--- src/rtl/mlt3_pkg.sv ---
package mlt3_pkg;

  typedef enum logic [1:0] {
    LVL_ZERO = 2'b00,
    LVL_POS  = 2'b01,
    LVL_NEG  = 2'b11
  } level_t;

  localparam int unsigned LEVEL_W = 2;

  function automatic logic is_nonzero(input logic [LEVEL_W-1:0] lvl);
    return lvl != LVL_ZERO;
  endfunction

endpackage

--- src/rtl/mlt3_rst_sync.sv ---
module mlt3_rst_sync #(
  parameter int unsigned STAGES = 2
) (
  input  logic clk,
  input  logic rst_n,
  output logic rst_sync_n
);

  localparam int unsigned LAST = STAGES - 1;

  logic [STAGES-1:0] chain_q;

  generate
    if (STAGES == 1) begin : g_single
      always_ff @(posedge clk or negedge rst_n) begin
        if (!rst_n) chain_q <= 1'b0;
        else        chain_q <= 1'b1;
      end
    end else begin : g_multi
      always_ff @(posedge clk or negedge rst_n) begin
        if (!rst_n) chain_q <= '0;
        else        chain_q <= {chain_q[STAGES-2:0], 1'b1};
      end
    end
  endgenerate

  assign rst_sync_n = chain_q[LAST];

endmodule

--- src/rtl/mlt3_encoder.sv ---
module mlt3_encoder
  import mlt3_pkg::*;
(
  input  logic                clk,
  input  logic                rst_n,
  input  logic                bit_en,
  input  logic                bit_in,
  output logic [LEVEL_W-1:0]  level_out
);

  level_t level_q, level_d;
  logic   last_pos_q, last_pos_d;

  // next-state
  always_comb begin
    level_d    = level_q;
    last_pos_d = last_pos_q;
    if (bit_en && bit_in) begin
      if (is_nonzero(level_q)) begin
        level_d = LVL_ZERO;
      end else begin
        level_d    = last_pos_q ? LVL_NEG : LVL_POS;
        last_pos_d = ~last_pos_q;
      end
    end
  end

  // registers
  always_ff @(posedge clk or negedge rst_n) begin
    if (!rst_n) begin
      level_q    <= LVL_ZERO;
      last_pos_q <= 1'b0;
    end else if (bit_en) begin
      level_q    <= level_d;
      last_pos_q <= last_pos_d;
    end
  end

  assign level_out = level_q;

endmodule

--- src/rtl/mlt3_decoder.sv ---
module mlt3_decoder
  import mlt3_pkg::*;
(
  input  logic                clk,
  input  logic                rst_n,
  input  logic                smp_en,
  input  logic [LEVEL_W-1:0]  level_in,
  output logic                bit_out
);

  logic [LEVEL_W-1:0] prev_q, prev_d;
  logic               bit_q, bit_d;

  // next-state
  always_comb begin
    prev_d = prev_q;
    bit_d  = bit_q;
    if (smp_en) begin
      bit_d  = (level_in != prev_q);
      prev_d = level_in;
    end
  end

  // registers
  always_ff @(posedge clk or negedge rst_n) begin
    if (!rst_n) begin
      prev_q <= LVL_ZERO;
      bit_q  <= 1'b0;
    end else if (smp_en) begin
      prev_q <= prev_d;
      bit_q  <= bit_d;
    end
  end

  assign bit_out = bit_q;

endmodule

--- src/rtl/mlt3_codec.sv ---
module mlt3_codec
  import mlt3_pkg::*;
#(
  parameter int unsigned RST_STAGES = 2
) (
  input  logic       clk,
  input  logic       rst_n,
  input  logic       tx_en,
  input  logic       tx_bit,
  output logic [1:0] tx_level,
  input  logic       rx_en,
  input  logic [1:0] rx_level,
  output logic       rx_bit
);

  logic rst_sync_n;

  mlt3_rst_sync #(.STAGES(RST_STAGES)) u_rst_sync (
    .clk        (clk),
    .rst_n      (rst_n),
    .rst_sync_n (rst_sync_n)
  );

  mlt3_encoder u_enc (
    .clk       (clk),
    .rst_n     (rst_sync_n),
    .bit_en    (tx_en),
    .bit_in    (tx_bit),
    .level_out (tx_level)
  );

  mlt3_decoder u_dec (
    .clk      (clk),
    .rst_n    (rst_sync_n),
    .smp_en   (rx_en),
    .level_in (rx_level),
    .bit_out  (rx_bit)
  );

endmodule

--- config.mk ---
export PLATFORM = sky130hd
export DESIGN_NAME = mlt3_codec
export DESIGN_NICKNAME = d
export VERILOG_FILES = /design/src/rtl/mlt3_pkg.sv /design/src/rtl/mlt3_rst_sync.sv /design/src/rtl/mlt3_encoder.sv /design/src/rtl/mlt3_decoder.sv /design/src/rtl/mlt3_codec.sv
export SDC_FILE = /design/constraint.sdc
export NUM_CORES = 1
export LEC_CHECK = 0
export BUFFER_PORTS_ARGS = -buffer_cell sky130_fd_sc_hd__buf_2
export CAP_MARGIN = 30
export CORE_AREA = 4 4 41 43
export DETAILED_ROUTE_END_ITERATION = 10
export DIE_AREA = 0 0 45 47
export GPL_TIMING_DRIVEN = 0
export PLACE_DENSITY = 0.51
export SLEW_MARGIN = 10
export SYNTH_ARGS = -nofsm -noshare
export SYNTH_HDL_FRONTEND = slang
export SYNTH_SLANG_ARGS = --single-unit
--- constraint.sdc ---
create_clock -name clk -period 0.8 [get_ports clk]
set_input_delay 0 -clock clk [delete_from_list [all_inputs] [get_ports clk]]
set_output_delay 0 -clock clk [all_outputs]
set_load 0.05 [all_outputs]
==> After elaboration in Yosys (flattened, before gate mapping) <==
Index checks and enable logic that the tools add are counted.
{ "word_totals": {"register_bits": 8, "in_bits": 7} }
{ "op_classes": {"eq_ne": 1, "muxes": 2, "n_bitwise": 2, "n_reduce_logical": 4} }
{ "op_table": {"columns": ["op", "n"], "rows": [
  ["$mux 2", 2],
  ["$reduce_and 3->1", 1],
  ["$ne 2x2->1", 1],
  ["$not 1->1", 2],
  ["$reduce_and 2->1", 1],
  ["$reduce_bool 2->1", 1],
  ["$logic_and 1x1->1", 1]
]} }

==> Logic depth before layout (Yosys ltp) <==
{ "depth": {"depth_word": 3, "mapped_depth": 2, "depth_no_buf": 2} }

==> Modules after synthesis <==
Synthesis repeated with hierarchy kept, for this count alone.
{ "unflattened": {"hier_cells": 20, "area_unflattened_um2": 296.5} }
{ "by_module_without_submodules": {"columns": ["mod", "instances", "cells_per_inst", "area_per_inst_um2"], "rows": [
  ["mlt3_decoder", 1, 9, 125.1],
  ["mlt3_encoder", 1, 8, 117.6],
  ["mlt3_rst_sync", 1, 3, 53.8]
]} }

==> Worst setup path after synthesis <==
Ideal clock, no wire load.
{ "synth_path": {"path_type": "reg2reg", "startpoint": "register u_enc.level_q[0], in the netlist u_enc.level_out[0]", "endpoint": "register u_enc.level_q[0], in the netlist u_enc.level_out[0]", "setup_time_ns": 0.119, "t_arrival_ns": 1.102, "t_required_ns": 0.681, "path_slack_ns": -0.420, "stages_incl_launch_ff": 3, "path_buffers": 0, "synth_period_minus_slack_ns": 1.220, "cell_sequence": "dfrtp_1 -> and4bb_2 -> a21o_2"} }
{ "synth_via": {"elab_chain_len": 2} }
{ "synth_lines": {"columns": ["element", "line_no", "source"], "rows": [
  ["start, declared", "mlt3_encoder.sv:11", "level_t level_q, level_d;"],
  ["start signal, assigned", "mlt3_encoder.sv:34", "level_q <= level_d;"],
  ["$reduce_bool 2->1", "mlt3_pkg.sv:12", "return lvl != LVL_ZERO;"],
  ["$mux 2", "mlt3_encoder.sv:19", "if (is_nonzero(level_q)) begin"]
]} }
Every way passes these cells.
A chain may end at the register's enable or synchronous reset.

==> Final worst setup path <==
{ "layout_path": {"startpoint": "register u_enc.level_q[1], in the netlist u_enc.level_out[1]", "endpoint": "register u_enc.last_pos_q"} }
{ "layout_via": {"elab_chain_len": 3} }
{ "layout_lines": {"columns": ["element", "line_no", "source"], "rows": [
  ["$reduce_bool 2->1", "mlt3_pkg.sv:12", null],
  ["$not 1->1 (no source line)", null, null],
  ["$reduce_and 3->1 (no source line)", null, null],
  ["end signal, assigned", "mlt3_encoder.sv:35", "last_pos_q <= last_pos_d;"],
  ["end, declared", "mlt3_encoder.sv:12", "logic last_pos_q, last_pos_d;"]
]} }
Every way passes these cells.

==> summary.md <==
| Metric | Value |
|---|---|
| Max-Cap Viols | `0` |
| Cells after synthesis | `20` |
| Library cells used by synthesis | `11` |
| Setup Crit Path Kind | `flop to flop` |
| Layout Utilization | `0.347` |
| Net Sw Frac | `0.328` |
| #FFs+latches synth | `8` |
| Area of the multi-input gates | `96.3 µm²` |
| Die footprint | `0.00212 mm²` |
| Combinational Power Share | `0.402` |
| Cell-internal power | `0.000984 W` |
| Min-delay src | `rx_level[1]` |
| Residual DRC | `0` |
| Total negative slack | `-603 ps` |
| Worst clock skew | `1.82 ps` |
| Port bufs | `9` |
| Worst hold stages | `2` |
| Delay-heaviest family, CP | `flip-flops` |
| Setup crit end kind | `flop` |
| Vias/cell | `4.12` |
| Total gr overflow | `0` |
| PwrDens | `3240 mW/mm²` |
| Clock Tree Buf Depth | `2` |
| Routed via count | `214` |
| Initial Util | `0.228` |
| CTS tree | `built` |
| RR Startpoint | `u_enc.level_out[1]` |
| WL/cell | `10.8 µm` |
| Root Driver | `clkbuf_4` |
| Syn Std Cell Area | `297 µm²` |
| Post-Syn Nets | `27` |
| Failing checks | `negative setup slack` |
| Cell taking the most area after synthesis | `dfrtp_1` |
| Global-route usage over all layers | `0.0606` |
| Top-level port count | `10` |
| TritonCTS Buffers | `3` |
| Ant. Diodes | `0` |
| Flop pwr share | `0.385` |
| EDFF count, synth | `0` |
| CTS H-tree depth | `1` |
| RSZ-0062 raised after global routing | `true` |
| Req. time, crit path | `960 ps` |
| Worst reg2reg endpoint | `u_enc.last_pos_q` |
| Status | `finished, violations left` |
| First-pass GRT wire length | `876 µm` |
| Initial DRC Count | `1` |
| Fill cells | `134` |
| Gp weighted congestion | `0.554` |
| Final Cycle Share | `1.20` |
| Std-Cell Rows | `13` |
| Fin. Hold Viols | `0` |
| Fmax | `1040 MHz` |
| CP max stage delay | `400 ps` |
| Final worst slack | `-162 ps` |
| WHS | `20.4 ps` |
| R2R depth | `2` |
| Synth Warn # | `0` |
| Fin. max-slew vios | `0` |
| CTS Sinks | `8` |
| Core area | `0.00130 mm²` |
| Hold endpoint | `u_dec.prev_q[1]` |
| Cells along the critical path | `and4bb_2 -> xor2_1` |
| Largest net degree at the start of global routing | `7` |
| CP Launch Type | `flop` |
| Top-count cell post-synth | `dfrtp_1` |
| First-pass detailed-route iteration total | `2` |
| Synth top area share | `0.675` |
| WP data arrival | `1120 ps` |
| Die width | `45 µm` |
| Worst path slowest cell | `dfrtp_2` |
| Register Area | `204 µm²` |
| Detail Placement HPWL | `462 µm` |
| Share of layout cells above drive strength 1 | `0.568` |
| Top cells by area, synth | `dfrtp_1 68%, mux2_2 7.6%, xnor2_1 5.9%` |
| Async set-reset flop share out of synthesis | `1.00` |
| Die Span Y | `47 µm` |
| Worst skew pair latency | `240 ps` |
| WP buf/inv | `0` |
| Routed WL | `559 µm` |
| Top_reg_cell synth | `dfrtp_1` |
| Setup violations, final | `5` |
| Leak Pwr | `0.209 nW` |
| Syn Area/Cell | `14.8 µm²` |
| Vias in the first global route | `253` |
| R2r setup slk | `-160 ps` |
| Post-synth top cells | `8 x dfrtp_1, 2 x mux2_2, 2 x xnor2_1` |
| Initial antenna violation count | `0` |
| Switch Pwr | `0.000481 W` |
| Worst Hold Class | `input port to flop` |
| CP max FO | `3` |
| Tmin final | `962 ps` |
| Dpl ws | `-179 ps` |
| Synthesis-to-layout area growth | `52.3%` |
| Worst VDD drop | `0.739 mV` |
| Seq/Total Area, Yosys | `0.675` |
| Clk slew on worst S/H paths | `50 ps` |
| DRT antenna net count | `0` |
| Nets@finish | `45` |
| Clock power frac | `0.213` |
==> kinds of logic (layout without fill, tap and decap cells) <==
| family | Yosys count | in the layout | share of synthesized area |
|---|---|---|---|
| flops | 8 | 8 | 0.675 |
| compound gates | 3 | 3 | 0.0802 |
| xor+xnor | 3 | 3 | 0.0886 |
| simple gates | 3 | 3 | 0.0675 |
| mux | 2 | 2 | 0.0759 |
| other cells | 1 | 1 | 0.0126 |
| buf+inv | 0 | 17 | 0 |
==> worst register-to-register path, cell delays in order (launching register included) <==
cell	delay, ps
dfrtp_2	400
and4bb_2	320
xor2_1	160
==> state kept, by name (all words and copies together) (netlist names) <==
name and cells:
u_rst_sync.chain_q 2, u_enc.level_out 2, u_dec.bit_out 1, u_enc.last_pos_q 1, u_dec.prev_q 2
==> metrics by stage <==
stage                     total power (W)  instances  cell area (µm²)
after floorplan                  0.000867         20              300
after global placement           0.000952         44              364
after detailed placement         0.000973         44              364
after CTS                         0.00149         52              452
after global routing              0.00153         52              452
final                             0.00146         52              452
==> how the worst max path moves through the flow <==
stage	from	to	slack [ps]	depth (start not counted)
global placement	u_enc.level_out[1]	u_enc.last_pos_q	-130	2
floorplan	u_enc.level_out[1]	u_enc.level_out[0]	-290	2
detailed placement	u_enc.level_out[1]	u_enc.last_pos_q	-180	2
CTS	u_enc.level_out[1]	u_enc.last_pos_q	-180	2
finish	u_enc.level_out[1]	u_enc.last_pos_q	-160	2
global route	u_enc.level_out[1]	u_enc.last_pos_q	-210	2
==> repair_timing <==
item | in CTS | in global routing
endpoints found under the setup margin | 7 | 7
hold buffers | 2 | 0
endpoints found under the hold margin | 3 | 0
pin swaps | 4 | 1
buffers inserted | 2 | 0
gates resized for setup | 8 | 0
==> metal layers <==
metal | global-route usage | wire length (µm)
met1 | 0.0373 | 148
met2 | 0.136 | 396
met3 | 0.0230 | 14
met4 | 0.0351 | 0
met5 | 0 | 0
==> placed cells by master, fill, tap and decap left out, drive strengths merged <==
master / count
buf: 11
dfrtp: 8
clkbuf: 4
mux2: 2
xnor2: 2
dlygate4sd3: 2
and4bb: 1
xor2: 1
nor2: 1
a31oi: 1
nand2: 1
a22o: 1
a21o: 1
conb: 1
==> power by group through the flow <==
stage	registers, W	clock network [W]	logic, W
global placement	0.000571	0	0.000381
floorplan	0.000755	0	0.000112
finish	0.000564	0.000312	0.000589
global route	0.000578	0.000339	0.000616
CTS	0.000567	0.000328	0.000593
detailed placement	0.000580	0	0.000393
==> layout make-up <==
type                            count  share of cell area
Clock buffer                        4              0.0582
Tap cell                           15              0.0416
Multi-Input combinational cell     12               0.213
Timing Repair Buffer               13               0.235
Sequential cell                     8               0.452
(Power assumes the default switching activity.)
